## src/rtl/uart_irq_pkg.sv

```systemverilog
package uart_irq_pkg;
  localparam int STAT_W    = 11;
  localparam int NUM_LINES = 6;

  localparam int B_RX  = 4;
  localparam int B_TX  = 5;
  localparam int B_RTO = 6;

  localparam logic [STAT_W-1:0] GRP_ALL   = 11'h7FF;
  localparam logic [STAT_W-1:0] GRP_MODEM = 11'h00F;
  localparam logic [STAT_W-1:0] GRP_ERR   = 11'h780;

  typedef enum int {
    LN_ANY   = 0,
    LN_RX    = 1,
    LN_TX    = 2,
    LN_RTO   = 3,
    LN_MODEM = 4,
    LN_ERR   = 5
  } line_e;

  function automatic logic [STAT_W-1:0] line_sel(input int ln);
    logic [STAT_W-1:0] s;
    s = '0;
    case (ln)
      LN_ANY:   s = GRP_ALL;
      LN_RX:    s[B_RX] = 1'b1;
      LN_TX:    s[B_TX] = 1'b1;
      LN_RTO:   s[B_RTO] = 1'b1;
      LN_MODEM: s = GRP_MODEM;
      LN_ERR:   s = GRP_ERR;
      default:  s = '0;
    endcase
    return s;
  endfunction
endpackage

```

## src/rtl/uart_irq_pend.sv

```systemverilog
module uart_irq_pend #(
  parameter int W = uart_irq_pkg::STAT_W
) (
  input  logic         clk,
  input  logic         rst,
  input  logic [W-1:0] evt,
  input  logic         clr_en,
  input  logic [W-1:0] clr_bits,
  output logic [W-1:0] pend_q,
  output logic [W-1:0] pend_next
);
  logic [W-1:0] clr_eff;

  always_comb begin
    clr_eff   = clr_en ? clr_bits : '0;
    pend_next = (pend_q & ~clr_eff) | evt;
  end

  always_ff @(posedge clk) begin
    if (rst) pend_q <= '0;
    else     pend_q <= pend_next;
  end


  evt_sets_chk: assert property (@(posedge clk) disable iff (rst)
    (evt != '0) |=> ((pend_q & $past(evt)) == $past(evt)));


  clr_clears_chk: assert property (@(posedge clk) disable iff (rst)
    clr_en |=> ((pend_q & $past(clr_bits & ~evt)) == '0));


  hold_chk: assert property (@(posedge clk) disable iff (rst)
    (!clr_en && evt == '0) |=> $stable(pend_q));
endmodule

```

## src/rtl/uart_irq_mask.sv

```systemverilog
module uart_irq_mask #(
  parameter int W = uart_irq_pkg::STAT_W
) (
  input  logic         clk,
  input  logic         rst,
  input  logic         we,
  input  logic [W-1:0] wdata,
  output logic [W-1:0] mask_q,
  output logic [W-1:0] mask_next
);
  always_comb mask_next = we ? wdata : mask_q;

  always_ff @(posedge clk) begin
    if (rst) mask_q <= '0;
    else     mask_q <= mask_next;
  end


  mask_load_chk: assert property (@(posedge clk) disable iff (rst)
    we |=> (mask_q == $past(wdata)));


  mask_keep_chk: assert property (@(posedge clk) disable iff (rst)
    !we |=> $stable(mask_q));
endmodule

```

## src/rtl/uart_irq_lines.sv

```systemverilog
module uart_irq_lines #(
  parameter int W = uart_irq_pkg::STAT_W,
  parameter int N = uart_irq_pkg::NUM_LINES
) (
  input  logic         clk,
  input  logic         rst,
  input  logic [W-1:0] gated_next,
  output logic [N-1:0] line_q
);
  for (genvar i = 0; i < N; i++) begin : g_line
    localparam logic [W-1:0] SEL = uart_irq_pkg::line_sel(i);
    always_ff @(posedge clk) begin
      if (rst) line_q[i] <= 1'b0;
      else     line_q[i] <= |(gated_next & SEL);
    end
  end


  reset_low_chk: assert property (@(posedge clk)
    rst |=> (line_q == '0));
endmodule

```

## src/rtl/uart_irq_ctrl.sv

```systemverilog
module uart_irq_ctrl #(
  parameter int W = uart_irq_pkg::STAT_W
) (
  input  logic         clk,
  input  logic         rst,
  input  logic [W-1:0] evt_set,
  input  logic         mask_we,
  input  logic [W-1:0] mask_wdata,
  input  logic         clr_we,
  input  logic [W-1:0] clr_wdata,
  output logic [W-1:0] raw_stat,
  output logic [W-1:0] masked_stat,
  output logic         irq_any,
  output logic         irq_rx,
  output logic         irq_tx,
  output logic         irq_rto,
  output logic         irq_modem,
  output logic         irq_err
);
  import uart_irq_pkg::*;

  logic [W-1:0]         pend_q, pend_next;
  logic [W-1:0]         mask_q, mask_next;
  logic [W-1:0]         gated_next;
  logic [NUM_LINES-1:0] lines;

  uart_irq_pend #(.W(W)) u_pend (
    .clk(clk), .rst(rst), .evt(evt_set), .clr_en(clr_we),
    .clr_bits(clr_wdata), .pend_q(pend_q), .pend_next(pend_next)
  );

  uart_irq_mask #(.W(W)) u_mask (
    .clk(clk), .rst(rst), .we(mask_we), .wdata(mask_wdata),
    .mask_q(mask_q), .mask_next(mask_next)
  );

  always_comb gated_next = pend_next & mask_next;

  uart_irq_lines #(.W(W), .N(NUM_LINES)) u_lines (
    .clk(clk), .rst(rst), .gated_next(gated_next), .line_q(lines)
  );

  always_comb begin
    raw_stat    = pend_q;
    masked_stat = pend_q & mask_q;
    irq_any     = lines[LN_ANY];
    irq_rx      = lines[LN_RX];
    irq_tx      = lines[LN_TX];
    irq_rto     = lines[LN_RTO];
    irq_modem   = lines[LN_MODEM];
    irq_err     = lines[LN_ERR];
  end


  any_line_chk: assert property (@(posedge clk) disable iff (rst)
    irq_any == |(pend_q & mask_q));

  single_line_chk: assert property (@(posedge clk) disable iff (rst)
    {irq_rto, irq_tx, irq_rx} == (pend_q[B_RTO:B_RX] & mask_q[B_RTO:B_RX]));

  modem_line_chk: assert property (@(posedge clk) disable iff (rst)
    irq_modem == |(pend_q[3:0] & mask_q[3:0]));

  err_line_chk: assert property (@(posedge clk) disable iff (rst)
    irq_err == |(pend_q[10:7] & mask_q[10:7]));
endmodule

```

## config.mk

```make
export PLATFORM = sky130hd
export DESIGN_NAME = uart_irq_ctrl
export DESIGN_NICKNAME = d
export VERILOG_FILES = /design/src/rtl/uart_irq_pkg.sv /design/src/rtl/uart_irq_pend.sv /design/src/rtl/uart_irq_mask.sv /design/src/rtl/uart_irq_lines.sv /design/src/rtl/uart_irq_ctrl.sv
export SDC_FILE = /design/constraint.sdc
export NUM_CORES = 1
export LEC_CHECK = 0
export ABC_CLOCK_PERIOD_IN_PS = 1480
export BUFFER_PORTS_ARGS = -buffer_cell sky130_fd_sc_hd__buf_4
export CORE_MARGIN = 4
export CORE_UTILIZATION = 43
export CTS_BUF_LIST = sky130_fd_sc_hd__clkbuf_4 sky130_fd_sc_hd__clkbuf_8
export CTS_CLUSTER_DIAMETER = 150
export DETAILED_ROUTE_END_ITERATION = 8
export PLACE_DENSITY_LB_ADDON = 0.12
export SYNTH_ARGS = -nofsm -noshare
export SYNTH_HDL_FRONTEND = slang
export SYNTH_HIERARCHICAL = 1
export SYNTH_SLANG_ARGS = --single-unit
```

## constraint.sdc

```tcl
create_clock -name clk -period 1.48 [get_ports clk]
set_clock_uncertainty 0.1 [all_clocks]
set_input_delay 0.296 -clock clk [delete_from_list [all_inputs] [get_ports clk]]
set_output_delay 0.296 -clock clk [all_outputs]
set_load 0.005 [all_outputs]
```

-- Yosys cells after proc, flatten, opt, wreduce, memory -nomap -nowiden
Index checks and enable logic that the tools add are counted.
- mux-type cells: 2
- bitwise logic cells: 5
- reduce and logical (&&, ||, !) cells: 3
- operators with widths (operator ; number):
    11-bit AND ; 3
    11-bit two-way mux ; 2
    11-bit inverter ; 1
    11-bit OR ; 1
    11-bit OR reduction ; 1
    4-bit OR reduction ; 2
- flip-flop bits (word level): 28
- input bits: 37
- output and inout port bits: 28
- word-level logic and storage cells: 18

-- Longest topological paths before layout
- depth after elaboration: 6
- gate-level depth with buffers: 6
- depth with buffers taken out: 5

-- Hierarchy
Netlist, hierarchy kept.
- by module, submodules not included (module ; times used ; cells an instance ; area each (µm²)):
    uart_irq_pend ; 1 ; 69 ; 546.8
    uart_irq_mask ; 1 ; 35 ; 496.7
    uart_irq_lines ; 1 ; 15 ; 182.7
    uart_irq_ctrl ; 1 ; 22 ; 137.6

-- Worst setup path after synthesis
No wires, ideal clock.
- path type: input-to-reg
- from: in mask_we
- to: reg u_lines.line_q[0]
- data arrival time: 1268 ps
- required time: 1247 ps
- setup slack: -21 ps
- cell stages on the path: 5
- cell sequence: buf_6 -> mux2_4 -> and2_1 -> nor4_2 -> a31oi_1
- word-level cells in the longest chain between the ends: 3
- ends and longest elaborated chain (item ; line ; RTL):
    start: declaration ; uart_irq_ctrl.sv:7 ; input logic mask_we,
    11-bit two-way mux ; uart_irq_mask.sv:11 ; always_comb mask_next = we ? wdata : mask_q;
    net mask_next[7] ; uart_irq_ctrl.sv:23 ; logic [W-1:0] mask_q, mask_next;
    11-bit AND ; uart_irq_ctrl.sv:37 ; always_comb gated_next = pend_next & mask_next;
    net gated_next[7] ; uart_irq_ctrl.sv:24 ; logic [W-1:0] gated_next;
    11-bit OR reduction ; uart_irq_lines.sv:14 ; else line_q[i] <= |(gated_next & SEL);
    end signal: indexed assignment ; uart_irq_lines.sv:14 ;
    end: declaration ; uart_irq_lines.sv:8 ; output logic [N-1:0] line_q
The timed path passes the listed nets, and every way through them passes these cells.
A chain may end at the register's enable or synchronous reset.

-- Final worst setup path
- from: reg u_mask.mask_q[1]
- to: reg u_lines.line_q[0]
- word-level cells in the longest chain between the ends: 3
- ends and longest elaborated chain (item ; line ; RTL):
    start: declaration ; uart_irq_mask.sv:8 ; output logic [W-1:0] mask_q,
    start signal: assignment ; uart_irq_mask.sv:15 ; else mask_q <= mask_next;
    11-bit two-way mux ; uart_irq_mask.sv:11 ;
    net mask_next[1] ; uart_irq_ctrl.sv:23 ;
    11-bit AND ; uart_irq_ctrl.sv:37 ;
    net gated_next[1] ; uart_irq_ctrl.sv:24 ;
    11-bit OR reduction ; uart_irq_lines.sv:14 ;
The timed path passes the listed nets, and every way through them passes these cells.

==> impl_metrics.tcl <==
set metrics [dict create \
    die_w_microns 64.3 \
    min_to "u_pend/pend_q[3]" \
    gp_congestion 0.696 \
    cp.buffers_inverters 0 \
    r2r-end "u_lines/line_q[0]" \
    overflow 0 \
    min_path_cells 2 \
    drive_gt1_share_pct 42.8 \
    area_growth_pct 44.6 \
    root_buffer "clkbuf_4" \
    cp_max_fo 2 \
    syn_area_sq_um 1360 \
    cts_max_path_buffers 2 \
    numPortBuffers 64 \
    nets 246 \
    cts_made_buffers 3 \
    dieArea_sq_um 4140 \
    htreeDepth 1 \
    clock-sinks 28 \
    cp-start-kind "flip-flop" \
    rr_worst_depth 4 \
    drc_errors 0 \
    avgSynthCellArea_sq_um 9.67 \
    rows 20 \
    power_density_nw_per_um2 811 \
    vias_per_cell 4.65 \
    fmax_mhz 706 \
    period_share_pct 95.7 \
    total_power_mw 1.60 \
    dpl.hpwl_microns 2660 \
    ys_seq_area_share_pct 41.1 \
    cap_violations 0 \
    ys_ff_latch 28 \
    cts_tree "built" \
    worstSkewPairLatency_ns 0.32 \
    maxSlewHeadroom_pct 75.7 \
    yosysWarnings 6 \
    drt_first_iter_violations 23 \
    cp_top_family "simple AND/OR/NAND/NOR gates" \
    drv_slew 0 \
    cp-end-kind "flip-flop" \
    finalCriticalPeriod_ns 1.42 \
    dpl_cell_area_sq_um 1930 \
    first_pass_iters 4 \
    wl_per_cell_microns 13.3 \
    ff2ff_setup_slack_ns 0.06 \
    dp.cells 248 \
    grtUsageTotal_pct 16.7 \
    grt_pass1_vias 1281 \
    hp-class "primary input to flip-flop" \
    crit_slowest_cell "dfxtp_1" \
    status "completed" \
    yosysUniqueCellTypes 17 \
    critPathKind "flip-flop to flip-flop" \
    rsz0062_at_grt "false" \
    peakVddDrop_mv 0.360 \
    grt_max_degree 29 \
    hp-start "clr_wdata[3]" \
    worstPathRequired_ns 1.60 \
    netlist_instances 141 \
    stdcell_count 252 \
    rr_startpoint "u_mask/mask_q[1]" \
    hold_viol_final 0 \
    n_antenna_cell 0 \
    finalSetupViolCount 0 \
    start_util_pct 44.7 \
    clk_pin_slew_ns 0.15 \
    fin_area_sq_um 1970 \
    cpPeakStageDelay_ns 0.35 \
    antenna_left 0 \
    fin_tns_setup_ns 0 \
    grt_pass1_wl_microns 5550 \
    via_count 1172 \
    pin_count 65 \
    worstPathCellList "mux2_4, and2_1, nor4_2, a31oi_1" \
    fin_util_pct 64.6 \
    syn_nets 178 \
    core_area_sq_um 3050 \
    leakagePower_nw 0.996 \
    wl_microns 3350 \
    tightest_slew_ns 0.365 \
    worstPathArrival_ns 1.53 \
    die_h_microns 64.3 \
    antenna_found_initial 0 \
]
## where the power goes
part / leakage (nW) / switching, mW / internal [mW]
logic: 0.742 / 0.143 / 0.240
clock network: 0.0210 / 0.226 / 0.150
registers: 0.233 / 0.0334 / 0.807
total: 0.996 / 0.402 / 1.20
## sequential cells by signal, summed over array words and instances (netlist names)
name            count
u_mask/mask_q      11
u_pend/pend_q      11
u_lines/line_q      6
## worst reg2reg max path, stage by stage (launching register included)
cell,delay (ns)
dfxtp_1,0.35
mux2_4,0.27
and2_1,0.14
nor4_2,0.32
a31oi_1,0.13
## synthesized netlist by cell type
library cell | count | area, sq um
a21o_1 | 11 | 82.6
and2_1 | 22 | 138
mux2_2 | 1 | 11.3
buf_4 | 1 | 7.51
inv_1 | 11 | 41.3
mux2_4 | 10 | 150
nor2b_4 | 4 | 55.1
a311oi_1 | 11 | 96.3
nand2_1 | 11 | 41.3
nor3_1 | 1 | 5.00
a31oi_1 | 1 | 6.26
nor2b_1 | 10 | 62.6
dfxtp_1 | 28 | 561
nor2_1 | 13 | 48.8
nor4_2 | 2 | 25.0
buf_6 | 2 | 22.5
buf_2 | 2 | 10.0
## cell families after synthesis
logic type | Yosys count | share of synthesized area (%)
flip-flops | 28 | 41.1
AO/OA/AOI/OAI | 23 | 13.6
buffers and inverters | 16 | 5.96
AND/OR/NAND/NOR | 63 | 27.5
multiplexers | 11 | 11.8
## worst max path at each step
stage | from | endpoint | depth (start not counted)
after CTS | u_mask/mask_q[10] | u_lines/line_q[0] | 4
after floorplan | mask_we | u_lines/line_q[0] | 5
after global placement | mask_we | u_lines/line_q[0] | 5
after global routing | u_mask/mask_q[9] | u_lines/line_q[0] | 4
final | u_mask/mask_q[1] | u_lines/line_q[0] | 4
after detailed placement | mask_we | u_lines/line_q[0] | 5
## metrics by stage
step                      setup WS, ns  hold slack (ns)
after floorplan                0.00768            0.260
after global routing           0.00936           0.0411
after global placement          -0.124            0.387
after CTS                       0.0551           0.0436
after detailed placement        -0.154            0.405
final                           0.0643           0.0532
## cells in the final DEF, fill, tap and decap left out, drive strengths merged
cell type  count
a21o          11
a311oi        11
a31oi          1
and2          22
buf           68
clkbuf         4
dfxtp         28
inv           11
mux2          11
nand2         11
nor2          13
nor2b         14
nor3           1
nor4           2
## timing repair
item,4_1_cts,5_1_grt
buffers inserted,0,0
hold buffers,0,0
gates resized for setup,0,1
endpoints found under the setup margin,0,1
## layout make-up
cell class	count	area, sq um
fill	264	1080
clock buffer	4	36.3
timing repair buffer	68	548
sequential	28	561
inverter	11	41.3
multi-input combinational	97	731
tap	44	55.1
## metal layers
metal | up-vias | part of all wire [%] | track usage [%]
li1 | 606 | - | -
met1 | 525 | 44 | 18.7
met2 | 39 | 50 | 32.2
met3 | 2 | 6.2 | 2.81
met4 | 0 | 0.45 | 3.96
met5 | - | 0 | 0
Note: power is estimated with default switching activity, not from simulation.
